==> src/rtl/spi_nor_sequencer.sv <==
module spi_nor_sequencer #(
  parameter longint unsigned DEV_SIZE = 64'h100000,
  parameter int              POLL_MAX = 100000,
  parameter int              LEN_W    = 16
) (
  input  logic             clk,
  input  logic             rst_n,
  input  logic             req_valid,
  output logic             req_ready,
  input  logic [2:0]       req_op,
  input  logic [23:0]      req_addr,
  input  logic [LEN_W-1:0] req_len,
  input  logic [7:0]       wr_data,
  output logic             wr_take,
  output logic             rd_valid,
  output logic [7:0]       rd_data,
  output logic             done,
  output logic             err,
  output logic             cs_n,
  output logic             xfer_start,
  output logic [7:0]       xfer_tx,
  input  logic             xfer_done,
  input  logic [7:0]       xfer_rx
);
  localparam int PW = $clog2(POLL_MAX + 1);
  localparam logic [7:0] C_WREN = 8'h06, C_STAT = 8'h05;

  typedef enum logic [2:0] {S_IDLE, S_POLL, S_GAP, S_WREN, S_HDR, S_DUMMY, S_DATA, S_FIN} st_t;

  st_t              state, nxt;
  logic [2:0]       op;
  logic [23:0]      addr;
  logic [LEN_W-1:0] len, cnt;
  logic [1:0]       idx;
  logic [PW-1:0]    polls;
  logic             wait_x, err_r;
  logic [7:0]       opc;

  wire is_read  = (op == 3'd0) || (op == 3'd1);
  wire is_prog  = (op == 3'd2);
  wire is_erase = !is_read && !is_prog;

  wire             req_erase = (req_op >= 3'd3);
  wire [LEN_W-1:0] eff_len   = req_erase ? LEN_W'(1) : req_len;
  wire [32:0]      span      = 33'(req_addr) + 33'(eff_len);
  wire             req_bad   = (req_op > 3'd5) || (span > 33'(DEV_SIZE));
  wire             req_zero  = !req_erase && (req_len == '0);

  always_comb
    case (op)
      3'd0:    opc = 8'h03;
      3'd1:    opc = 8'h0B;
      3'd2:    opc = 8'h02;
      3'd3:    opc = 8'h20;
      3'd4:    opc = 8'h52;
      default: opc = 8'hD8;
    endcase

  wire active = (state == S_POLL) || (state == S_WREN) || (state == S_HDR) ||
                (state == S_DUMMY) || (state == S_DATA);

  assign req_ready  = (state == S_IDLE);
  assign cs_n       = !active;
  assign xfer_start = active && !wait_x;
  assign wr_take    = xfer_start && (state == S_DATA) && is_prog;
  assign done       = (state == S_FIN);
  assign err        = done && err_r;

  always_comb
    case (state)
      S_POLL:  xfer_tx = (idx == 2'd0) ? C_STAT : 8'h00;
      S_WREN:  xfer_tx = C_WREN;
      S_HDR:   xfer_tx = (idx == 2'd0) ? opc :
                         (idx == 2'd1) ? addr[23:16] :
                         (idx == 2'd2) ? addr[15:8] : addr[7:0];
      S_DATA:  xfer_tx = is_prog ? wr_data : 8'h00;
      default: xfer_tx = 8'h00;
    endcase

  always_ff @(posedge clk or negedge rst_n)
    if (!rst_n) begin
      state    <= S_IDLE;
      nxt      <= S_IDLE;
      op       <= '0;
      addr     <= '0;
      len      <= '0;
      cnt      <= '0;
      idx      <= '0;
      polls    <= '0;
      wait_x   <= 1'b0;
      err_r    <= 1'b0;
      rd_valid <= 1'b0;
      rd_data  <= '0;
    end else begin
      rd_valid <= 1'b0;
      if (xfer_start) wait_x <= 1'b1;
      case (state)
        S_IDLE:
          if (req_valid) begin
            op    <= req_op;
            addr  <= req_addr;
            len   <= req_len;
            idx   <= '0;
            polls <= '0;
            err_r <= req_bad;
            state <= (req_bad || req_zero) ? S_FIN : S_POLL;
          end
        S_GAP: state <= nxt;
        S_FIN: state <= S_IDLE;
        default:
          if (xfer_done && wait_x) begin
            wait_x <= 1'b0;
            case (state)
              S_POLL:
                if (idx == 2'd0) idx <= 2'd1;
                else begin
                  idx <= '0;
                  if (!xfer_rx[0]) begin
                    state <= S_GAP;
                    nxt   <= is_read ? S_HDR : S_WREN;
                  end else if (polls == PW'(POLL_MAX - 1)) begin
                    err_r <= 1'b1;
                    state <= S_FIN;
                  end else begin
                    polls <= polls + 1'b1;
                    state <= S_GAP;
                    nxt   <= S_POLL;
                  end
                end
              S_WREN: begin
                state <= S_GAP;
                nxt   <= S_HDR;
              end
              S_HDR: begin
                idx <= idx + 1'b1;
                cnt <= '0;
                if (idx == 2'd3)
                  state <= is_erase ? S_FIN : (op == 3'd1) ? S_DUMMY : S_DATA;
              end
              S_DUMMY: state <= S_DATA;
              default: begin
                if (is_read) begin
                  rd_valid <= 1'b1;
                  rd_data  <= xfer_rx;
                end
                cnt <= cnt + 1'b1;
                if (cnt == len - 1'b1) state <= S_FIN;
              end
            endcase
          end
      endcase
    end

  assert_done_pulse_R12: assert property (@(posedge clk) disable iff (!rst_n)
    done |=> !done);
  assert_ready_drop_R12: assert property (@(posedge clk) disable iff (!rst_n)
    (req_valid && req_ready) |=> !req_ready);
  assert_start_pulse_R13: assert property (@(posedge clk) disable iff (!rst_n)
    xfer_start |=> !xfer_start);
  assert_poll_bound_R3: assert property (@(posedge clk) disable iff (!rst_n)
    polls < PW'(POLL_MAX));
  assert_rd_in_frame_R7: assert property (@(posedge clk) disable iff (!rst_n)
    $rose(rd_valid) |-> $past(!cs_n));
  assert_no_frame_idle_R10: assert property (@(posedge clk) disable iff (!rst_n)
    req_ready |-> !xfer_start);
endmodule

==> config.mk <==
export PLATFORM = sky130hd
export DESIGN_NAME = spi_nor_sequencer
export DESIGN_NICKNAME = d
export VERILOG_FILES = /design/src/rtl/spi_nor_sequencer.sv
export SDC_FILE = /design/constraint.sdc
export NUM_CORES = 1
export LEC_CHECK = 0
export ABC_AREA = 1
export BUFFER_PORTS_ARGS = -buffer_cell sky130_fd_sc_hd__buf_4
export CAP_MARGIN = 10
export CORE_UTILIZATION = 50
export CTS_CLUSTER_SIZE = 24
export DETAILED_ROUTE_END_ITERATION = 6
export GPL_ROUTABILITY_DRIVEN = 0
export PLACE_DENSITY = 0.7
export SLEW_MARGIN = 40
export SYNTH_ARGS = -nofsm -noshare
export SYNTH_HDL_FRONTEND = slang
export SYNTH_SLANG_ARGS = --single-unit
==> constraint.sdc <==
create_clock -name clk -period 6.3 [get_ports clk]
set_input_delay 0.315 -clock clk [delete_from_list [all_inputs] [get_ports clk]]
set_output_delay 0.315 -clock clk [all_outputs]
set_load 0.005 [all_outputs]
==> reports/results.tsv, run 1 <==
stage	metric	value	unit
setup_path	reg2regPathDepth	8	
timing	setup_viol	0	
setup_path	path_class	in2reg	
clock_tree	post-cts-setup-buffers	0	
layout	areaGrowthSynthToFinish	16.9	%
hold_path	hp-start	xfer_rx[6]	
placed_design	numPortBuffers	85	
timing	skew	0.00849	ns
drt	wl_met2	8630	um
setup_path	cp-start-kind	input port	
global_route	overflow	0	
setup_path	worstPathArrival	3.09	ns
global_route	grt_max_degree	55	
setup_path	worstPathRequired	6.55	ns
placed_design	dpl.hpwl	14600	um
timing	setup_tns	0	ns
clock_tree	cts_max_level	3	
clock_tree	cts-root-buf	clkbuf_16	
synthesis	synth_top_cell_by_area	dfrtp_1	
power_and_ir_drop	vdd_drop_max	218	uV
timing	fmax	0.352	GHz
synthesis	ys.flop_type	dfrtp_1	
clock_tree	clk_pin_slew	0.07	ns
global_route	grtUsageTotal	26.7	%
floorplan	ios	86	
hold_path	hold_class	in2reg	
global_route	antenna_found_initial	0	
synthesis	ys_seq_area_share	34.6	%
drt	routedWlPerCell	14.2	um
outcome	outcome	completed	
timing	maxSlewHeadroom	53.2	%
synthesis	synth_area_leaders	dfrtp_1 35%, nand2_1 16%, inv_1 8.0%	
floorplan	initial_utilization	51.5	%
drt	routed-wl-met3	747	um
clock_tree	cts_tree	built	
synthesis	synth_top_cells_by_count	300 x nand2_1, 146 x inv_1, 116 x nor2_1	
clock_tree	clock_tree.buffer_depth	2	
drt	drt_first_pass_iters	5	
layout	utilization	60.2	%
timing	finalCriticalPeriod	2.84	ns
floorplan	rows	42	
timing	finalCritPeriodShare	45.1	%
timing	rsz0062_at_grt	no	
setup_path	r2r_start	state[2]	
setup_path	worst_setup_path_end_kind	flip-flop	
clock_tree	cts.sinks	95	
setup_path	crit_start	req_op[0]	
flow_run	cap_viol_max_count	0	
timing	hold_violations	0	
power_and_ir_drop	p_leak	4.17	nW
clock_tree	ctsResizeCount	0	
drt	maxUsedRoutingLayer	met4	
drt	drc_errors	0	
synthesis	synth_cell_types	46	
global_route	grt_pass1_vias	6125	
layout	drive_above_1_share	12.9	%
hold_path	min_path_cells	3	
power_and_ir_drop	p_per_area	359	nW/um^2
floorplan	dieArea	14200	um^2
synthesis	yosysMostFrequentCell	nand2_1	
drt	routed_wirelength	18300	um
synthesis	synth_top_area_share	34.6	%
setup_path	ff2ff_setup_slack	3.59	ns
layout	nets	1191	
synthesis	syn-num-nets	1107	
synthesis	synth.cell_area	6870	um^2
floorplan	core	13300	um^2
clock_tree	cts_made_buffers	9	
clock_tree	clock_latency	0.36	ns
layout	num_antenna_cells	0	
synthesis	ys_ff_latch	95	
drt	drtIter0Drc	527	
drt	vias	6696	
setup_path	path_max_fanout	16	
timing	tightestPinTransition	0.700	ns
setup_path	regToRegEndpoint	polls[9]	
timing	maxSlewViolCount	0	
drt	final_antenna_net_count	0	
synthesis	syn_area_per_cell	6.74	um^2
hold_path	holdPathEnd	rd_data[6]	
global_route	grt_first_pass_wirelength	29800	um
synthesis	synth-edff-count	0	
synthesis	postSynthCellCount	1020	
synthesis	async_reset_ff_share	100	%
drt	met1Wirelength	8510	um
floorplan	die_w	119	um
synthesis	yosys_warnings	0	
power_and_ir_drop	power	2.88	mW
drt	viasPerCell	5.21	
floorplan	die_h	119	um
==> cells by family (layout without fill, tap and decap cells) <==
family	after synthesis	count (layout)	share of synthesized area [%]
flip-flops	95	95	34.6
AO/OA/AOI/OAI	144	144	11.7
AND/OR/NAND/NOR	553	553	35.7
adder cells (fa/ha/maj)	24	24	4.48
XOR/XNOR	32	32	4.08
buffers and inverters	172	261	9.48
==> critical path, cell delays in order <==
cell and delay (ns):
buf_4 0.11, a21oi_1 0.17, inv_1 0.27, nor2_1 0.26, fa_1 0.44, or2_2 0.28, nor2_1 0.10, nand3_1 0.08
nor2_1 0.09, nand2_1 0.06, nor2_1 0.08, nand2_1 0.06, nor2_1 0.12, nand3_1 0.08, o21bai_1 0.21, nand3_1 0.12
nand2_1 0.09, nand2_1 0.05, nand2_1 0.05, nand2_1 0.04
==> layout make-up <==
type	instances	area, um^2
Timing Repair Buffer	89	686
Clock inverter	7	85.1
Fill cell	1321	5320
Sequential cell	95	2380
Multi-Input combinational cell	753	3850
Clock buffer	9	225
Tap cell	176	220
Inverter	156	589
==> layer usage <==
layer / vias to the layer above / GRT usage, %
met4: 0 / 8.70
met5: - / 0
met2: 168 / 43.5
li1: 3435 / -
met1: 3068 / 36.3
met3: 25 / 3.74
==> per-stage QoR <==
| step | cell area (um^2) | std cells | hold slack [ns] | worst slack, ns |
|---|---|---|---|---|
| 6_report | 8030 | 1285 | 0.155 | 3.46 |
| 4_1_cts | 8030 | 1285 | 0.148 | 3.51 |
| 5_1_grt | 8030 | 1285 | 0.161 | 3.17 |
| 2_1_floorplan | 6870 | 1020 | 0.0194 | 3.73 |
| 3_5_place_dp | 7710 | 1268 | 0.342 | 3.14 |
| 3_3_place_gp | 7680 | 1266 | 0.347 | 3.16 |
==> cell usage in the layout, fill, tap and decap left out, drive strengths merged, types with 2 or more instances in the layout <==
cell / count
clkbuf: 9
o21ai: 69
nand3: 54
xor2: 23
nor3: 24
clkinv: 4
o211ai: 3
xnor2: 9
nand4: 19
ha: 23
o31ai: 7
and3: 2
clkinvlp: 2
a211oi: 4
nand3b: 5
o21a: 2
a22oi: 2
a21oi: 49
nor2: 129
dfrtp: 95
or2: 4
inv: 156
o2111ai: 3
buf: 88
nand2: 305
nor4: 10
==> timing repair <==
action | CTS | global route
endpoints found under the hold margin | 43 | 0
setup endpoints to repair | 0 | 0
hold buffers | 1 | 0
==> how the worst max path moves through the flow <==
stage,endpoint,depth (start not counted)
4_1_cts,state[1],20
6_report,state[1],20
3_5_place_dp,state[1],20
2_1_floorplan,state[1],23
3_3_place_gp,state[2],20
5_1_grt,state[2],20
==> power by group <==
| group | internal (mW) | switching [mW] | leakage, nW | total (mW) |
|---|---|---|---|---|
| combinational | 0.490 | 0.783 | 2.80 | 1.27 |
| sequential | 0.836 | 0.191 | 1.22 | 1.03 |
| clock | 0.316 | 0.264 | 0.146 | 0.580 |
==> flip-flops by register name (all words and copies together) (netlist names) <==
name and cells:
addr 24, polls 17, cnt 16, len 16
rd_data 8, nxt 3, op 3, state 3
idx 2, err_r 1, rd_valid 1, wait_x 1
No activity file was read; power rests on OpenSTA's default activity.
==> run 2: changes to the inputs <==
Settings changed: ABC_AREA 1 to 0, PLACE_DENSITY 0.7 to 0.73.
Clock period 6.3 ns to 2.4 ns, I/O delays scaled along.
==> run 2 against run 1 <==
  * The run now ends with setup timing left
  * Die area decreased by 4.9%
  * Count of clock-buffer cells in the layout increased by 2
  * Clock skew about the same
  * Non-clock buffer count increased by 146
  * Sequential power increased to 2.6 times the previous value
==> reports/results.tsv, run 2 <==
stage	metric	value	unit
global_route	grt_first_pass_wirelength	31700	um
placed_design	post-place-ws	-0.869	ns
setup_path	path_max_fanout	6	
global_route	grt_max_degree	63	
clock_tree	clk_pin_slew	0.07	ns
power_and_ir_drop	pwr-share-clk	17.9	%
setup_path	crit_chain	buf_8 -> a21oi_4 -> buf_6 -> and2_1 -> ha_4 -> a21o_1 -> a21oi_2 -> a2111oi_4 -> nor2_1 -> a311o_1 -> o32ai_2 -> nand2_1 -> o41ai_2 -> a31oi_1	
power_and_ir_drop	p_leak	4.11	nW
placed_design	dpl.hpwl	14500	um
timing	finalCriticalPeriod	2.80	ns
clock_tree	cts.sinks	95	
setup_path	cp_top_family	compound AO/OA/AOI/OAI gates	
layout	largest_reg_flops	24	
global_route	grt_pass1_vias	6327	
setup_path	worstPathRequired	2.62	ns
placed_design	numPortBuffers	85	
global_route	grtUsageTotal	30.7	%
global_route	antenna_found_initial	0	
timing	maxSlewViolCount	0	
layout	areaGrowthSynthToFinish	37.3	%
power_and_ir_drop	combPwrFrac	49.9	%
synthesis	syn-num-nets	821	
flow_run	cap_viol_max_count	0	
setup_path	cp-start-kind	input port	
setup_path	ff2ff_setup_slack	-0.31	ns
clock_tree	clock_latency	0.35	ns
drt	drt_first_pass_iters	6	
setup_path	worst_setup_path_end_kind	flip-flop	
outcome	violations	setup timing	
power_and_ir_drop	power.switching	3.27	mW
power_and_ir_drop	p_per_area	939	nW/um^2
setup_path	cp_slowest_stage_delay	0.40	ns
layout	drive_above_1_share	35.6	%
synthesis	ys_seq_area_share	36.4	%
floorplan	core	12700	um^2
floorplan	rows	41	
drt	routedWlPerCell	18.1	um
timing	rsz0062_at_grt	yes	
clock_tree	cts-root-buf	clkbuf_16	
floorplan	initial_utilization	51.5	%
power_and_ir_drop	p_seq_share	32.2	%
timing	fin_ws	-0.399	ns
timing	maxSlewHeadroom	58.7	%
power_and_ir_drop	netSwitchingFraction	38.9	%
hold_path	hold_class	in2reg	
setup_path	path_class	in2reg	
timing	hold_violations	0	
synthesis	synth_area_leaders	dfrtp_1 36%, mux2_2 7.9%, nand2_1 5.3%	
drt	routed_wirelength	20300	um
synthesis	synth_cell_types	73	
layout	nets	1031	
synthesis	synth.cell_area	6530	um^2
timing	setup_viol	4	
timing	finalCritPeriodShare	117	%
clock_tree	cts_max_level	3	
synthesis	synth-edff-count	0	
synthesis	yosysMostFrequentCell	dfrtp_1	
setup_path	path_buf_inv	2	
clock_tree	clock_tree.buffer_depth	2	
synthesis	syn_area_per_cell	8.90	um^2
synthesis	ys_ff_latch	95	
power_and_ir_drop	p_int	5.15	mW
synthesis	ys.flop_type	dfrtp_1	
clock_tree	cts_made_buffers	9	
power_and_ir_drop	vdd_drop_max	711	uV
synthesis	yosys_warnings	0	
floorplan	ios	86	
setup_path	reg2regPathDepth	14	
outcome	outcome	complete, but fails checks	
layout	top_regs	addr: 24 flops, polls: 17 flops	
clock_tree	cts_tree	built	
floorplan	die_h	116	um
synthesis	synth_top_cell_by_area	dfrtp_1	
layout	top_register	addr	
setup_path	cp.depth	14	
layout	num_antenna_cells	0	
layout	register_area	2380	um^2
setup_path	cp_slowest_cell	a2111oi_4	
layout	fillers	929	
synthesis	postSynthCellCount	734	
layout	layout_common_cells	220 x buf_4, 95 x dfrtp_1, 93 x nand2_1	
timing	holdWs	0.0168	ns
drt	viasPerCell	5.83	
timing	fmax	0.357	GHz
drt	drtIter0Drc	599	
hold_path	min_path_cells	3	
drt	vias	6530	
synthesis	synth_top_area_share	36.4	%
layout	layout_commonest_cell	buf_4	
setup_path	worstPathArrival	3.02	ns
floorplan	dieArea	13500	um^2
drt	final_antenna_net_count	0	
floorplan	die_w	116	um
synthesis	synth_top_cells_by_count	95 x dfrtp_1, 93 x nand2_1, 77 x nor2_1	
timing	skew	0.00879	ns
synthesis	async_reset_ff_share	100	%
layout	multiInputGateArea	4170	um^2
drt	drc_errors	0	
global_route	overflow	0	
timing	tightestPinTransition	0.620	ns
[run 2: stage by stage]
step | std cells | util (%) | total power [mW] | area (um^2) | setup TNS, ns
finish | 1121 | 70.8 | 8.42 | 8960 | -1.32
global route | 1121 | 70.8 | 8.94 | 8960 | -1.91
CTS | 1114 | 69.7 | 8.20 | 8840 | -1.09
detailed placement | 1074 | 64.8 | 6.56 | 8220 | -2.96
global placement | 1074 | 64.8 | 6.37 | 8220 | -2.43
floorplan | 734 | - | 5.03 | 6660 | -0.610
[run 2: layout make-up]
cell class | instances | area share, %
Sequential cell | 95 | 26.5
Clock inverter | 5 | 0.712
Clock buffer | 11 | 2.71
Timing Repair Buffer | 235 | 20.5
Multi-Input combinational cell | 588 | 46.6
Tap cell | 172 | 2.40
Inverter | 15 | 0.628
[run 2: routing by layer]
metal  vias to the layer above  routed length, um  global-route usage [%]
met2                       294               9510                    50.1
met1                      3130               8700                    39.2
met5                         -                  0                       0
met4                         0                678                    13.6
met3                        52               1380                    6.43
li1                       3054                  -                       -
[run 2: worst paths after layout]
path,from,to
worst max-delay path,req_op[0],state[2]
max in group asynchronous,rst_n,op[2]
worst min register to register,rd_data[7],rd_data[7]
worst min-delay path,req_len[0],len[0]
worst max register to register,len[0],state[2]
min in group asynchronous,rst_n,addr[18]
[run 2: cell families after synthesis]
family                     share of synthesized area (%)
adders and majority gates                           4.71
muxes                                               10.1
buffers and inverters                               3.47
and+or+nand+nor                                     22.9
AOI/OAI and AO/OA                                   15.0
xor gates and xnor gates                            7.51
DFF                                                 36.4
[run 2: repair_timing]
item | CTS | global route
cloned | 1 | 0
endpoints found under the hold margin | 65 | 0
hold buffers | 8 | 0
gates resized for setup | 25 | 17
endpoints found under the setup margin | 10 | 20
buffers inserted | 15 | 7
pin swaps | 13 | 12
[run 2: power groups by stage]
stage	Combinational (mW)	Clock, mW	Sequential [mW]
after global routing	4.57	1.59	2.78
final	4.20	1.50	2.71
after detailed placement	3.87	0	2.69
after floorplan	2.49	0	2.54
after CTS	4.00	1.52	2.68
after global placement	3.72	0	2.65
[run 2: worst reg2reg max path: stages, from the launching register on]
cell	delay [ns]
dfrtp_1	0.37
buf_4	0.13
inv_1	0.05
ha_1	0.20
nor3b_1	0.13
buf_4	0.14
buf_4	0.14
or4_1	0.41
nand3_2	0.09
a22oi_1	0.09
o21ai_1	0.18
nand4_1	0.20
o21ai_4	0.27
a21oi_2	0.08
a31oi_1	0.15
==> run 3: changes to the inputs <==
Settings changed: CTS_BUF_LIST from default to sky130_fd_sc_hd__clkbuf_4.
Clock period 2.4 ns to 2.5 ns, I/O delays scaled along.
==> run 3 against run 2 <==
  * Design area rose by 2.7%
  * Die area did not move
  * First-iteration DRC count fell by 15%
  * Clock skew rose by 0.020 ns
  * Combinational power fell by 7.1%
  * Setup slack improved by 0.21 ns
  * Sequential power fell by 4%
  * Clock power fell by 39%
  * Worst hold slack improved by 0.016 ns
  * Largest power group unchanged
  * Flip-flop and latch count did not move
  * The run still ends with setup timing left
  * Wire length rose by 3.2%
  * Critical path depth did not move
==> reports/results.tsv, run 3 (same netlist as run 2, synthesis figures left out) <==
stage	metric	value	unit
floorplan	dieArea	13500	um^2
setup_path	crit_chain	buf_12 -> a21oi_4 -> nand2b_1 -> ha_2 -> fa_2 -> xor2_1 -> a21oi_1 -> o2111ai_1 -> nor4_2 -> nand4b_1 -> nor4_2 -> a41oi_2 -> o41ai_2 -> a31oi_1	
clock_tree	clk_pin_slew	0.16	ns
clock_tree	cts_made_buffers	9	
flow_run	cap_viol_max_count	0	
floorplan	die_w	116	um
timing	skew	0.0284	ns
setup_path	cp-start-kind	input port	
layout	largest_reg_flops	24	
setup_path	cp_slowest_cell	fa_2	
layout	nets	1068	
timing	hold_violations	0	
global_route	grt_first_pass_wirelength	33300	um
placed_design	dpl.hpwl	14600	um
drt	viasPerCell	5.82	
floorplan	ios	86	
outcome	outcome	complete, but fails checks	
clock_tree	clock_latency	0.48	ns
global_route	grt_max_degree	63	
power_and_ir_drop	p_leak	4.22	nW
timing	setup_tns	-0.521	ns
timing	setup_viol	4	
setup_path	path_buf_inv	1	
timing	fin_ws	-0.186	ns
power_and_ir_drop	vdd_drop_max	622	uV
drt	drt_first_pass_iters	5	
drt	drtIter0Drc	511	
drt	routedWlPerCell	18.1	um
clock_tree	cts_tree	built	
hold_path	holdPathEnd	addr[6]	
timing	maxSlewViolCount	0	
hold_path	min_path_cells	3	
setup_path	regToRegEndpoint	state[0]	
layout	num_antenna_cells	0	
setup_path	ff2ff_setup_slack	-0.08	ns
global_route	antenna_found_initial	0	
global_route	grt_pass1_vias	6793	
timing	rsz0062_at_grt	yes	
setup_path	reg2regPathDepth	12	
setup_path	cp_top_family	compound AO/OA/AOI/OAI gates	
global_route	grtUsageTotal	32.0	%
layout	fillers	934	
outcome	violations	setup timing	
setup_path	r2r_start	len[1]	
power_and_ir_drop	p_per_area	806	nW/um^2
setup_path	worstPathRequired	2.85	ns
placed_design	post-place-ws	-0.800	ns
timing	maxSlewHeadroom	62.5	%
global_route	overflow	0	
timing	finalCriticalPeriod	2.69	ns
setup_path	path_class	in2reg	
layout	top_register	addr	
clock_tree	clock_tree.buffer_depth	2	
clock_tree	cts_max_level	3	
timing	fmax	0.372	GHz
setup_path	path_common_cell	nor4_2	
floorplan	die_h	116	um
setup_path	cp_slowest_stage_delay	0.38	ns
hold_path	hold_class	in2reg	
clock_tree	cts-root-buf	clkbuf_4	
floorplan	rows	41	
setup_path	worst_setup_path_end_kind	flip-flop	
drt	vias	6745	
layout	drive_above_1_share	34.7	%
floorplan	initial_utilization	51.5	%
drt	drc_errors	0	
layout	areaGrowthSynthToFinish	41.0	%
layout	layout_common_cells	217 x buf_4, 94 x dfrtp_1, 93 x nand2_1	
placed_design	numPortBuffers	85	
drt	final_antenna_net_count	0	
setup_path	path_max_fanout	5	
clock_tree	cts.sinks	95	
setup_path	worstPathArrival	3.03	ns
floorplan	core	12700	um^2
hold_path	hp-start	req_addr[6]	
timing	finalCritPeriodShare	107	%
timing	tightestPinTransition	0.563	ns
layout	top_regs	addr: 24 flops, polls: 17 flops	
drt	routed_wirelength	20900	um
layout	layout_commonest_cell	buf_4	
==> run 3: worst min-delay path, cell delays in order <==
cell and delay, ns:
buf_4 0.10, buf_4 0.12, mux2_2 0.14
==> run 3: how the worst max path moves through the flow <==
stage | from | to | slack (ns) | depth (start not counted)
3_3_place_gp | req_op[0] | state[2] | -0.74 | 14
3_5_place_dp | req_op[0] | state[2] | -0.80 | 14
2_1_floorplan | req_op[0] | state[2] | -0.13 | 12
6_report | req_op[1] | state[2] | -0.19 | 14
5_1_grt | req_op[1] | state[2] | -0.27 | 14
4_1_cts | req_op[1] | state[2] | -0.11 | 14
==> run 3: final cells by class <==
type,instances,area (um^2),area share [%]
Clock buffer,10,75.1,0.815
Clock inverter,6,75.1,0.815
Inverter,15,56.3,0.611
Multi-Input combinational cell,588,4200,45.6
Sequential cell,95,2380,25.8
Tap cell,172,215,2.34
Timing Repair Buffer,272,2210,24.0
==> run 3: what timing repair did <==
| action | CTS | global route |
|---|---|---|
| pin swaps | 23 | 7 |
| hold buffers | 48 | 0 |
| buffers inserted | 19 | 2 |
| setup endpoints to repair | 5 | 20 |
| gates resized for setup | 27 | 24 |
| endpoints found under the hold margin | 87 | 0 |
| cloned | 1 | 0 |
==> run 3: per-stage QoR <==
stage,std cells,power [mW],hold WS (ns),util (%),instance area (um^2)
after global placement,1074,5.96,0.140,64.7,8200
after detailed placement,1074,6.13,0.156,64.7,8200
after CTS,1157,7.24,0.00106,71.8,9100
final,1158,7.42,0.0325,72.7,9210
after floorplan,734,4.79,-0.171,-,6630
after global routing,1158,7.91,0.00477,72.7,9210
==> run 3: power by group <==
group	switching (mW)	total, mW	internal [mW]
Clock	0.580	0.912	0.332
Sequential	0.531	2.61	2.08
Combinational	1.94	3.90	1.96
==> run 3: metal layers <==
metal / wire length [um] / up-vias / global-route usage [%]
met3: 1280 / 62 / 5.40
met5: 0 / - / 0
li1: - / 3136 / -
met1: 8840 / 3277 / 41.1
met4: 744 / 0 / 14.2
met2: 10000 / 270 / 53.0
